**config.mk**
```make
export PLATFORM = sky130hd
export DESIGN_NAME = pkt_page_formatter
export DESIGN_NICKNAME = d
export VERILOG_FILES = /design/src/rtl/pbf_pkg.sv /design/src/rtl/pbf_collect.sv /design/src/rtl/pbf_writer.sv /design/src/rtl/pkt_page_formatter.sv
export SDC_FILE = /design/constraint.sdc
export NUM_CORES = 2
export LEC_CHECK = 0
export ABC_CLOCK_PERIOD_IN_PS = 6450
export BUFFER_PORTS_ARGS = -buffer_cell sky130_fd_sc_hd__buf_4
export CELL_PAD_IN_SITES_DETAIL_PLACEMENT = 0
export CELL_PAD_IN_SITES_GLOBAL_PLACEMENT = 2
export CORE_MARGIN = 8
export CORE_UTILIZATION = 45
export DETAILED_ROUTE_END_ITERATION = 8
export GPL_TIMING_DRIVEN = 0
export PLACE_DENSITY = 0.83
export REMOVE_ABC_BUFFERS = 1
export SYNTH_ARGS = -nofsm -noshare
export SYNTH_HDL_FRONTEND = slang
export SYNTH_HIERARCHICAL = 1
export SYNTH_SLANG_ARGS = --single-unit
```
**constraint.sdc**
```tcl
create_clock -name clk -period 6.45 [get_ports clk]
set_input_delay 0.9675 -clock clk [delete_from_list [all_inputs] [get_ports clk]]
set_output_delay 0.9675 -clock clk [all_outputs]
set_load 0.02 [all_outputs]
```
**src/rtl/pbf_pkg.sv**
```systemverilog
package pbf_pkg;

    localparam int unsigned PBF_PAGES      = 8;
    localparam int unsigned PBF_PAGE_BYTES = 256;
    localparam int unsigned PBF_LEN_W      = 16;

    typedef logic [7:0] byte_t;

    // Header captured from the stream when a packet closes
    typedef struct packed {
        byte_t                 src_id;
        byte_t                 dst_id;
        logic [PBF_LEN_W-1:0]  n_data;
    } pkt_hdr_t;

    typedef enum logic [1:0] {
        LAY_SHORT  = 2'd0,
        LAY_LONG   = 2'd1,
        LAY_REJECT = 2'd2
    } layout_e;

    typedef enum logic {
        WR_IDLE = 1'b0,
        WR_EMIT = 1'b1
    } wr_state_e;

    // Choose the in-page layout from payload length and page parity
    function automatic layout_e pick_layout(
        input logic [PBF_LEN_W-1:0] n,
        input logic                 page_odd,
        input int unsigned          page_bytes
    );
        int unsigned nv;
        nv = 32'(n);
        if (nv >= 1 && nv <= page_bytes - 3)
            return LAY_SHORT;
        if (nv >= page_bytes + 1 && nv <= 2 * page_bytes - 4)
            return page_odd ? LAY_REJECT : LAY_LONG;
        return LAY_REJECT;
    endfunction

    // Saturating increment for byte counters
    function automatic logic [PBF_LEN_W-1:0] sat_inc(input logic [PBF_LEN_W-1:0] v);
        return (&v) ? v : v + 1'b1;
    endfunction

endpackage

```
**src/rtl/pbf_collect.sv**
```systemverilog
module pbf_collect
    import pbf_pkg::*;
#(
    parameter int unsigned PAGE_W      = 3,
    parameter int unsigned STORE_DEPTH = 512,
    localparam int unsigned IDX_W      = $clog2(STORE_DEPTH)
)(
    input  logic              clk,
    input  logic              rst,
    input  logic              in_valid,
    input  logic              in_sop,
    input  logic              in_eop,
    input  byte_t             in_data,
    input  logic [PAGE_W-1:0] in_page,
    input  logic              take_en,
    output pkt_hdr_t          hdr_o,
    output logic [PAGE_W-1:0] page_o,
    output logic              pkt_valid_o,
    input  logic [IDX_W-1:0]  rd_idx,
    output byte_t             rd_data
);

    byte_t                 store_mem [STORE_DEPTH];
    logic                  active_q;
    logic [PBF_LEN_W-1:0]  seen_q;
    logic [PBF_LEN_W-1:0]  pos;
    logic [PBF_LEN_W-1:0]  data_pos;
    logic                  take;

    // A start flag always opens a packet; other bytes count only inside one
    assign take     = in_valid && take_en && (in_sop || active_q);
    assign pos      = in_sop ? '0 : seen_q;
    assign data_pos = pos - PBF_LEN_W'(2);

    always_ff @(posedge clk) begin
        if (rst) begin
            active_q    <= 1'b0;
            seen_q      <= '0;
            pkt_valid_o <= 1'b0;
            hdr_o       <= '0;
            page_o      <= '0;
        end else begin
            pkt_valid_o <= 1'b0;
            if (take) begin
                seen_q <= sat_inc(pos);
                if (in_sop)
                    page_o <= in_page;
                if (pos == PBF_LEN_W'(0))
                    hdr_o.src_id <= in_data;
                if (pos == PBF_LEN_W'(1))
                    hdr_o.dst_id <= in_data;
                if (in_eop) begin
                    active_q     <= 1'b0;
                    pkt_valid_o  <= 1'b1;
                    hdr_o.n_data <= (pos >= PBF_LEN_W'(2)) ? sat_inc(data_pos) : '0;
                end else begin
                    active_q <= 1'b1;
                end
            end
        end
    end

    // Payload staging store
    always_ff @(posedge clk) begin
        if (take && pos >= PBF_LEN_W'(2) && data_pos < PBF_LEN_W'(STORE_DEPTH))
            store_mem[data_pos[IDX_W-1:0]] <= in_data;
    end

    assign rd_data = store_mem[rd_idx];

    AST_BLOCKED_HOLDS: assert property (@(posedge clk) disable iff (rst)
        (in_valid && !take_en) |=> $stable(seen_q));

    AST_CLOSE_PULSE: assert property (@(posedge clk) disable iff (rst)
        pkt_valid_o |=> !pkt_valid_o);

endmodule

```
**src/rtl/pbf_writer.sv**
```systemverilog
module pbf_writer
    import pbf_pkg::*;
#(
    parameter int unsigned PAGE_W     = 3,
    parameter int unsigned PAGE_BYTES = 256,
    localparam int unsigned OFF_W     = $clog2(PAGE_BYTES),
    localparam int unsigned SPAN_W    = OFF_W + 1,
    localparam int unsigned ADDR_W    = PAGE_W + OFF_W
)(
    input  logic              clk,
    input  logic              rst,
    input  logic              pkt_valid_i,
    input  pkt_hdr_t          hdr_i,
    input  logic [PAGE_W-1:0] page_i,
    output logic [SPAN_W-1:0] rd_idx_o,
    input  byte_t             rd_data_i,
    output logic              busy_o,
    output logic              ram_we,
    output logic [ADDR_W-1:0] ram_addr,
    output byte_t             ram_wdata,
    output logic              done_o,
    output logic              len_err_o
);

    wr_state_e          state_q;
    logic               long_q;
    logic [PAGE_W-1:0]  page_q;
    byte_t              sid_q;
    byte_t              did_q;
    logic [SPAN_W-1:0]  start_q;
    logic [SPAN_W-1:0]  step_q;
    logic [SPAN_W-1:0]  last_q;

    layout_e            lay_w;
    logic               long_w;
    logic [SPAN_W-1:0]  n_span;
    logic [SPAN_W-1:0]  hdr_len_w;
    logic [SPAN_W-1:0]  hdr_len;
    logic [SPAN_W-1:0]  off;

    // Classification of a freshly closed packet
    assign lay_w     = pick_layout(hdr_i.n_data, page_i[0], PAGE_BYTES);
    assign long_w    = (lay_w == LAY_LONG);
    assign n_span    = hdr_i.n_data[SPAN_W-1:0];
    assign hdr_len_w = long_w ? SPAN_W'(4) : SPAN_W'(3);

    always_ff @(posedge clk) begin
        if (rst) begin
            state_q   <= WR_IDLE;
            long_q    <= 1'b0;
            page_q    <= '0;
            sid_q     <= '0;
            did_q     <= '0;
            start_q   <= '0;
            step_q    <= '0;
            last_q    <= '0;
            done_o    <= 1'b0;
            len_err_o <= 1'b0;
        end else begin
            done_o    <= 1'b0;
            len_err_o <= 1'b0;
            unique case (state_q)
                WR_IDLE: begin
                    if (pkt_valid_i) begin
                        if (lay_w == LAY_REJECT) begin
                            len_err_o <= 1'b1;
                        end else begin
                            state_q <= WR_EMIT;
                            long_q  <= long_w;
                            page_q  <= page_i;
                            sid_q   <= hdr_i.src_id;
                            did_q   <= hdr_i.dst_id;
                            // modulo 2*PAGE_BYTES: long start = 2P-N, short = P-N
                            start_q <= long_w ? (SPAN_W'(0) - n_span)
                                              : (SPAN_W'(PAGE_BYTES) - n_span);
                            step_q  <= '0;
                            last_q  <= hdr_len_w + n_span - SPAN_W'(1);
                        end
                    end
                end
                WR_EMIT: begin
                    if (step_q == last_q) begin
                        state_q <= WR_IDLE;
                        done_o  <= 1'b1;
                    end else begin
                        step_q <= step_q + SPAN_W'(1);
                    end
                end
                default: state_q <= WR_IDLE;
            endcase
        end
    end

    // Write-out datapath
    assign hdr_len  = long_q ? SPAN_W'(4) : SPAN_W'(3);
    assign rd_idx_o = step_q - hdr_len;
    assign busy_o   = (state_q == WR_EMIT);
    assign ram_we   = busy_o;

    always_comb begin
        if (step_q < hdr_len)
            off = step_q;
        else
            off = start_q + (step_q - hdr_len);
    end

    always_comb begin
        if (long_q)
            ram_addr = {page_q[PAGE_W-1:1], off};
        else
            ram_addr = {page_q, off[OFF_W-1:0]};
    end

    always_comb begin
        if (step_q == SPAN_W'(0))
            ram_wdata = sid_q;
        else if (step_q == SPAN_W'(1))
            ram_wdata = did_q;
        else if (step_q == SPAN_W'(2))
            ram_wdata = long_q ? byte_t'(0) : byte_t'(start_q);
        else if (step_q == SPAN_W'(3) && long_q)
            ram_wdata = byte_t'(start_q);
        else
            ram_wdata = rd_data_i;
    end

    AST_ERR_NO_WRITE: assert property (@(posedge clk) disable iff (rst)
        len_err_o |-> !ram_we);

    AST_ERR_SINGLE: assert property (@(posedge clk) disable iff (rst)
        len_err_o |=> !len_err_o);

    AST_ODD_LONG_REJECT: assert property (@(posedge clk) disable iff (rst)
        (pkt_valid_i && !busy_o && page_i[0] && hdr_i.n_data > PBF_LEN_W'(PAGE_BYTES))
        |=> !busy_o);

    AST_ADDR_ASCEND: assert property (@(posedge clk) disable iff (rst)
        (ram_we && $past(ram_we)) |-> (ram_addr > $past(ram_addr)));

    AST_SHORT_PAGE: assert property (@(posedge clk) disable iff (rst)
        (ram_we && !long_q) |-> (ram_addr[ADDR_W-1:OFF_W] == page_q));

    AST_DONE_AFTER_WRITE: assert property (@(posedge clk) disable iff (rst)
        done_o |-> ($past(ram_we) && !ram_we));

endmodule

```
**src/rtl/pkt_page_formatter.sv**
```systemverilog
module pkt_page_formatter
    import pbf_pkg::*;
#(
    parameter int unsigned PAGES      = PBF_PAGES,
    parameter int unsigned PAGE_BYTES = PBF_PAGE_BYTES,
    localparam int unsigned PAGE_W    = $clog2(PAGES),
    localparam int unsigned OFF_W     = $clog2(PAGE_BYTES),
    localparam int unsigned ADDR_W    = PAGE_W + OFF_W,
    localparam int unsigned STORE_D   = 2 * PAGE_BYTES,
    localparam int unsigned IDX_W     = $clog2(STORE_D)
)(
    input  logic              clk,
    input  logic              rst,
    input  logic              in_valid,
    input  logic              in_sop,
    input  logic              in_eop,
    input  logic [7:0]        in_data,
    input  logic [PAGE_W-1:0] in_page,
    output logic              ram_we,
    output logic [ADDR_W-1:0] ram_addr,
    output logic [7:0]        ram_wdata,
    output logic              done,
    output logic              len_err
);

    pkt_hdr_t           hdr;
    logic [PAGE_W-1:0]  pkt_page;
    logic               pkt_valid;
    logic               wr_busy;
    logic               take_en;
    logic [IDX_W-1:0]   rd_idx;
    byte_t              rd_data;

    // Input is closed while a packet awaits or undergoes write-out
    assign take_en = !wr_busy && !pkt_valid;

    pbf_collect #(
        .PAGE_W      (PAGE_W),
        .STORE_DEPTH (STORE_D)
    ) u_collect (
        .clk         (clk),
        .rst         (rst),
        .in_valid    (in_valid),
        .in_sop      (in_sop),
        .in_eop      (in_eop),
        .in_data     (in_data),
        .in_page     (in_page),
        .take_en     (take_en),
        .hdr_o       (hdr),
        .page_o      (pkt_page),
        .pkt_valid_o (pkt_valid),
        .rd_idx      (rd_idx),
        .rd_data     (rd_data)
    );

    pbf_writer #(
        .PAGE_W     (PAGE_W),
        .PAGE_BYTES (PAGE_BYTES)
    ) u_writer (
        .clk         (clk),
        .rst         (rst),
        .pkt_valid_i (pkt_valid),
        .hdr_i       (hdr),
        .page_i      (pkt_page),
        .rd_idx_o    (rd_idx),
        .rd_data_i   (rd_data),
        .busy_o      (wr_busy),
        .ram_we      (ram_we),
        .ram_addr    (ram_addr),
        .ram_wdata   (ram_wdata),
        .done_o      (done),
        .len_err_o   (len_err)
    );

    AST_NO_DONE_WITH_ERR: assert property (@(posedge clk) disable iff (rst)
        !(done && len_err));

endmodule

```
# Yosys cells after proc, flatten, opt, wreduce, memory -nomap -nowiden
# Memory sizes are Yosys's and may differ from the RTL's.
# Cells that the tools add are included.
[totals]
inputBits = 16
word_cells = 109
register_bits = 103
mem_count = 1
ram_bits = 4096
out_inout_bits = 22
[classes]
n_lt_le_gt_ge = 7
n_reduce_logical = 24
n_addsub = 10
eq_ne = 10
bitwise_logic = 4
n_mux = 36
[mem_list]
columns = ["name", "words", "width", "read_ports", "rd_ports_with_merged_regs", "write_ports", "line_no", "text"]
rows = [
  ["u_collect.store_mem", 512, 8, 1, 0, 1, "pbf_collect.sv:23", "byte_t store_mem [STORE_DEPTH];"],
]
[ops]
columns = ["cell", "n"]
rows = [
  ["16-bit 2-to-1 mux", 4],
  ["9-bit 2-to-1 mux", 6],
  ["8-bit 2-to-1 mux", 5],
  ["16-bit by 1-bit adder with 16-bit output (second input constant)", 2],
  ["16-bit AND reduction", 2],
  ["9-bit adder", 2],
  ["9-bit by 2-bit == test with 1-bit output (second input constant)", 2],
  ["9-bit one-hot mux with 2 select lines", 1],
  ["16-bit by 1-bit == test with 1-bit output (second input constant)", 1],
  ["16-bit by 1-bit >= comparator with 1-bit output (second input constant)", 1],
  ["16-bit by 2-bit >= comparator with 1-bit output (second input constant)", 1],
  ["16-bit by 9-bit >= comparator with 1-bit output (second input constant)", 1],
  ["16-bit by 8-bit <= comparator with 1-bit output (second input constant)", 1],
  ["16-bit by 9-bit <= comparator with 1-bit output (second input constant)", 1],
  ["16-bit logical NOT", 1],
  ["16-bit by 10-bit < comparator with 1-bit output (second input constant)", 1],
  ["16-bit by 2-bit subtractor with 16-bit output (second input constant)", 1],
  ["1-bit 2-to-1 mux", 12],
  ["2-bit 2-to-1 mux", 5],
  ["9-bit by 1-bit adder with 9-bit output (second input constant)", 1],
  ["9-bit by 1-bit == test with 1-bit output (second input constant)", 1],
  ["9-bit == test", 1],
  ["9-bit logical NOT", 1],
  ["9-bit < comparator", 1],
  ["17 further kinds", 36],
]

# Depth between registers and ports, before layout
[logic_depth]
word_depth = 10
ltp_mapped = 23
mapped_depth_nobuf = 18

# Modules after synthesis
# The synthesis kept the hierarchy.
[modules_own_cells]
columns = ["module", "area_per_inst_um2", "instances", "cells_each", "seq_area_each_um2"]
rows = [
  ["pbf_collect", 162971.3, 1, 8566, 124059.0],
  ["pbf_writer", 3698.5, 1, 434, 1001.0],
  ["pkt_page_formatter", 3.8, 1, 1, 0.0],
]

# Least setup slack after synthesis
# Ideal clock, no wire load.
[synth_path]
kind = "flip-flop to output port"
startpoint = "reg u_writer.long_q"
endpoint = "out ram_wdata[6]"
setup_slack_ps = 526
t_arrival_ps = 4957
path_buffers = 5
required_ps = 5483
path_stages_with_launch = 22
cell_sequence = "dfxtp_1 -> clkbuf_1 -> inv_1 -> ha_1 -> fa_1 -> nor2b_1 -> nor3_1 -> xor2_1 -> clkbuf_1 -> inv_1 -> clkbuf_1 -> clkbuf_1 -> clkbuf_1 -> o21ai_0 -> nand2_1 -> o211ai_1 -> a211o_1 -> a2111oi_0 -> nor2b_1 -> a31oi_1 -> o22ai_1 -> a221o_1"
[synth_via]
elab_chain_len = 7
elab_cells_between_ends = 9
classes_between = "1 x add/sub; 6 x mux; 1 x reduce/logical; 1 x memory"
[synth_lines]
columns = ["element", "line_no", "text"]
rows = [
  ["from (decl)", "pbf_writer.sv:26", "logic long_q;"],
  ["from (signal assigned)", "pbf_writer.sv:69", "long_q <= long_w;"],
  ["3-bit 2-to-1 mux", "pbf_writer.sv:95", "assign hdr_len = long_q ? SPAN_W'(4) : SPAN_W'(3);"],
  ["9-bit subtractor", "pbf_writer.sv:96", "assign rd_idx_o = step_q - hdr_len;"],
  ["via rd_idx[4]", "pkt_page_formatter.sv:31", "logic [IDX_W-1:0] rd_idx;"],
  ["memory read 512 x 8 bit", "--", ""],
  ["via rd_data[6]", "pkt_page_formatter.sv:32", "byte_t rd_data;"],
  ["8-bit 2-to-1 mux", "pbf_writer.sv:121", "else if (step_q == SPAN_W'(3) && long_q)"],
  ["8-bit 2-to-1 mux", "pbf_writer.sv:119", "else if (step_q == SPAN_W'(2))"],
  ["8-bit 2-to-1 mux", "pbf_writer.sv:117", "else if (step_q == SPAN_W'(1))"],
  ["8-bit 2-to-1 mux", "pbf_writer.sv:115", "if (step_q == SPAN_W'(0))"],
  ["to (decl)", "pkt_page_formatter.sv:21", "output logic [7:0] ram_wdata,"],
]
# The timed path passes the listed nets, and every way through them passes these cells.

# Worst setup path in the final report
[layout_path]
startpoint = "reg u_writer.long_q"
endpoint = "out ram_wdata[3]"
# The elaborated chain is that of the path after synthesis.

==> run summary <==
Synth top area share: 0.7380
port bufs: 37
worst-case clock buffer depth: 4
largest area contributor in the netlist: edfxtp_1
Synth Instances: 9,001
routed wire length per instance: 33.77 µm
CTS clk-pin slew, worst paths: 0.06 ns
Area growth syn-to-layout: 16.26%
Worst Tran Pin Value: 1.656 ns
Final Hold Fails: 0
first-pass GRT wire length: 681,300 µm
Post-Synthesis Mean Instance Area: 18.52 µm²
Worst Clk Skew: 0.04545 ns
vias per cell: 6.337
LEAKAGE: 0.06389 µW
Core ar.: 368,900 µm²
Die Y: 624.6 µm
post-layout min period: 7.833 ns
Clock Power Share: 0.437
clk root buf: clkbuf_16
gr ovfl total: 0
WHS: 0.2632 ns
Final Cycle Share: 1.214
Req. time, crit path: 5.48 ns
DP HPWL: 282,700 µm
Syn. warnings: 6
setup ws final: -1.383 ns
Layout Utilization: 0.5253
FFs w/ async S/R, synth: 0
Distinct cells, synth: 89
pin count of the biggest net entering global routing: 158
Fill cells: 28,550
WL final: 490,900 µm
Placed Instances: 13,540
top_reg_cell synth: edfxtp_1
Vias: 92,110
drt first pass iters: 6
Slew Viols, Final: 70
CP endpoint kind: output port
Antenna Violating Nets Remaining: 0
Layout Cells excl Fill: 14,530
CP most frequent cell: buf_16
Top delay family on crit path: simple AND/OR/NAND/NOR gates
Horiz. Die Dim: 624.6 µm
Finish-stage setup viols: 8
reg2reg setup slack: 0.30 ns
ranking of synthesized cells by area: edfxtp_1 (74%), mux4_2 (9.6%), mux2i_1 (3.9%)
RSZ-0062 raised after global routing: yes
critical path startpoint category: flip-flop
critical path cell sequence: clkinvlp_4 -> ha_4 -> fa_2 -> inv_16 -> buf_16 -> buf_16 -> nand2b_4 -> buf_12 -> buf_16 -> buf_16 -> buf_4 -> o221ai_4 -> a21oi_1 -> o21ai_2 -> nand4_1 -> nand4_1 -> and4b_4 -> nor2b_1 -> a31oi_1 -> o22ai_1 -> a221o_1 -> buf_6
Total GRT Usage: 0.2422
Placer Congestion: 0.8695
Site Rows: 223
post-placement worst setup slack: -2.951 ns
latest clock arrival within the worst-skew pair: 0.96 ns
Worst path max stage delay: 0.67 ns
Cell Pwr Density: 279.8 nW/µm²
failing checks: max-capacitance violations, max-slew violations, negative setup slack
number of global-route vias before repair: 90,700
layout cells sized above 1: 0.2244
critical path class: reg2out
initial antenna violation count: 18
Hold WC Path Type: in2reg
nets: 9,291
Mapped Area: 166,700 µm²
Iteration-0 DRC Markers: 11,860
worst path bufs/invs: 9
maximum vdd drop: 0.2610 mV
Pint: 43,600 µW
clk sinks: 4,199
Post-synth EDFFs: 4,096
H-tree levels: 5
Crit Path Max Fanout: 6
CTS tree: done
CTS buffer count: 413
initial core utilization: 0.4519
status: finished, violations left
FMAX: 127.7 MHz
setup_tns: -9.779 ns
post-synthesis sequential area ratio: 0.7503
CP arrival: 6.87 ns
max-cap violations: 8
io pins: 38
die area: 390,100 µm²
P_sw: 10,630 µW
relative slew slack: -0.1079
Net Sw Frac: 0.1960
crit path max-delay cell type: nand4_1
combinational share of power: 0.011
DRC Markers: 0
Sequential Power Share: 0.552
synthesis-stage register bit count: 4,199
[through the flow]
stage / area [µm²] / power, µW
global route: 193700 / 55500
global placement: 170700 / 31130
CTS: 192700 / 54470
finish: 193800 / 54220
detailed placement: 173900 / 31120
floorplan: 164300 / 30560
[synthesized netlist by cell type (16+ instances only)]
master	number
o22ai_1	163
nand2b_1	23
o221ai_1	250
nand4_1	51
nand2_1	347
a22o_1	40
nand3_1	63
nor2_1	749
a22oi_1	26
a21oi_1	174
inv_1	46
mux2i_1	655
clkbuf_1	309
mux4_2	710
nor4_1	70
buf_1	81
o21ai_0	117
a211oi_1	40
dfxtp_1	103
nor3_1	149
o211ai_1	22
and3_1	21
a2111oi_0	35
nor2b_1	27
ha_1	41
or3_1	27
buf_2	159
buf_4	16
o31ai_1	31
mux2_2	40
and2_1	22
edfxtp_1	4096
a221oi_1	18
xnor2_1	37
a31oi_1	22
[layout by cell type, fill, tap and decap left out, types with 52 or more instances in the layout]
cell / instances
a21oi_1: 151
buf_16: 92
buf_4: 144
clkbuf_1: 96
clkbuf_16: 428
clkinv_1: 79
clkinv_2: 71
dfxtp_1: 99
edfxtp_1: 4096
mux2i_1: 653
mux4_2: 710
nand2_1: 337
nor2_1: 700
nor3_1: 118
o21ai_0: 74
o221ai_1: 162
o221ai_2: 52
o22ai_1: 136
[worst paths after layout]
| kind | from | end | cells after the start |
|---|---|---|---|
| max | u_writer/long_q$_SDFFE_PP0P_ | ram_wdata[3] | 22 |
| min | in_page[0] | u_collect/page_o[0]$_SDFFE_PP0P_ | 3 |
| max reg2reg | u_collect/seen_q[2]$_SDFFE_PP0P_ | u_collect/store_mem[132][0]$_DFFE_PP_ | 8 |
| min reg2reg | u_collect/hdr_o[10]$_SDFFE_PP0P_ | u_collect/hdr_o[10]$_SDFFE_PP0P_ | 2 |
[area by class of cell]
class	instances	area, µm²	area share
Multi-Input combinational cell	4196	42290	0.2183
Clock inverter	227	2216	0.01144
Timing Repair Buffer	370	6645	0.03429
Timing Repair inverter	4	35.03	0.0001808
Tap cell	4950	6193	0.03196
Inverter	47	245.2	0.001266
Antenna cell	17	42.54	0.0002195
Clock buffer	524	11030	0.05690
Sequential cell	4199	125100	0.6455
[kinds of logic after synthesis]
| logic type | Yosys count | share of synthesized area |
|---|---|---|
| AO/OA/AOI/OAI | 1043 | 0.04476 |
| adder cells (fa/ha/maj) | 44 | 0.003438 |
| flip-flops | 4199 | 0.7503 |
| XOR/XNOR | 53 | 0.002868 |
| buffers and inverters | 614 | 0.01547 |
| multiplexers | 1405 | 0.1380 |
| AND/OR/NAND/NOR | 1643 | 0.04515 |
[worst register-to-register path: stages, from the launching register on]
cell and delay, ns:
dfxtp_1 0.44, nand2_1 0.18, ha_1 0.68, nand4bb_1 0.18, a21oi_1 0.39, nor2_1 0.17, nor2_1 1.25, nand2_1 1.40
nor2_1 1.07
[metal layers]
metal,routed length [µm],vias up,part of all wire,track usage
met5,72,-,0.00015,0.001234
met1,181500,48390,0.37,0.3151
met3,50560,1055,0.10,0.05606
li1,-,37390,-,-
met2,229300,5266,0.47,0.3835
met4,29450,12,0.060,0.1227
[sequential cells by signal, summed over array words and instances, names as in the netlist, 3 cells and up]
name                 cells
u_writer/step_q          9
u_collect/hdr_o         32
u_collect/store_mem   4096
u_writer/did_q           8
u_writer/sid_q           8
u_writer/page_q          3
u_collect/page_o         3
u_writer/start_q         9
u_writer/last_q          9
u_collect/seen_q        16
[timing repair]
| action | 4_1_cts | 5_1_grt |
|---|---|---|
| pin swaps | 98 | 52 |
| buffers inserted | 94 | 45 |
| gates cloned | 76 | 7 |
| setup endpoints to repair | 8 | 963 |
| resized for setup | 498 | 120 |
| hold buffers | 0 | 0 |
[power groups by stage]
stage,clock [µW],sequential (µW),combinational [µW]
6_report,23700,29900,622
5_1_grt,24900,29900,654
4_1_cts,23900,29900,618
3_5_place_dp,0,30500,619
3_3_place_gp,0,30600,508
2_1_floorplan,0,30500,53.2
No activity file was read; power rests on OpenSTA's default activity.
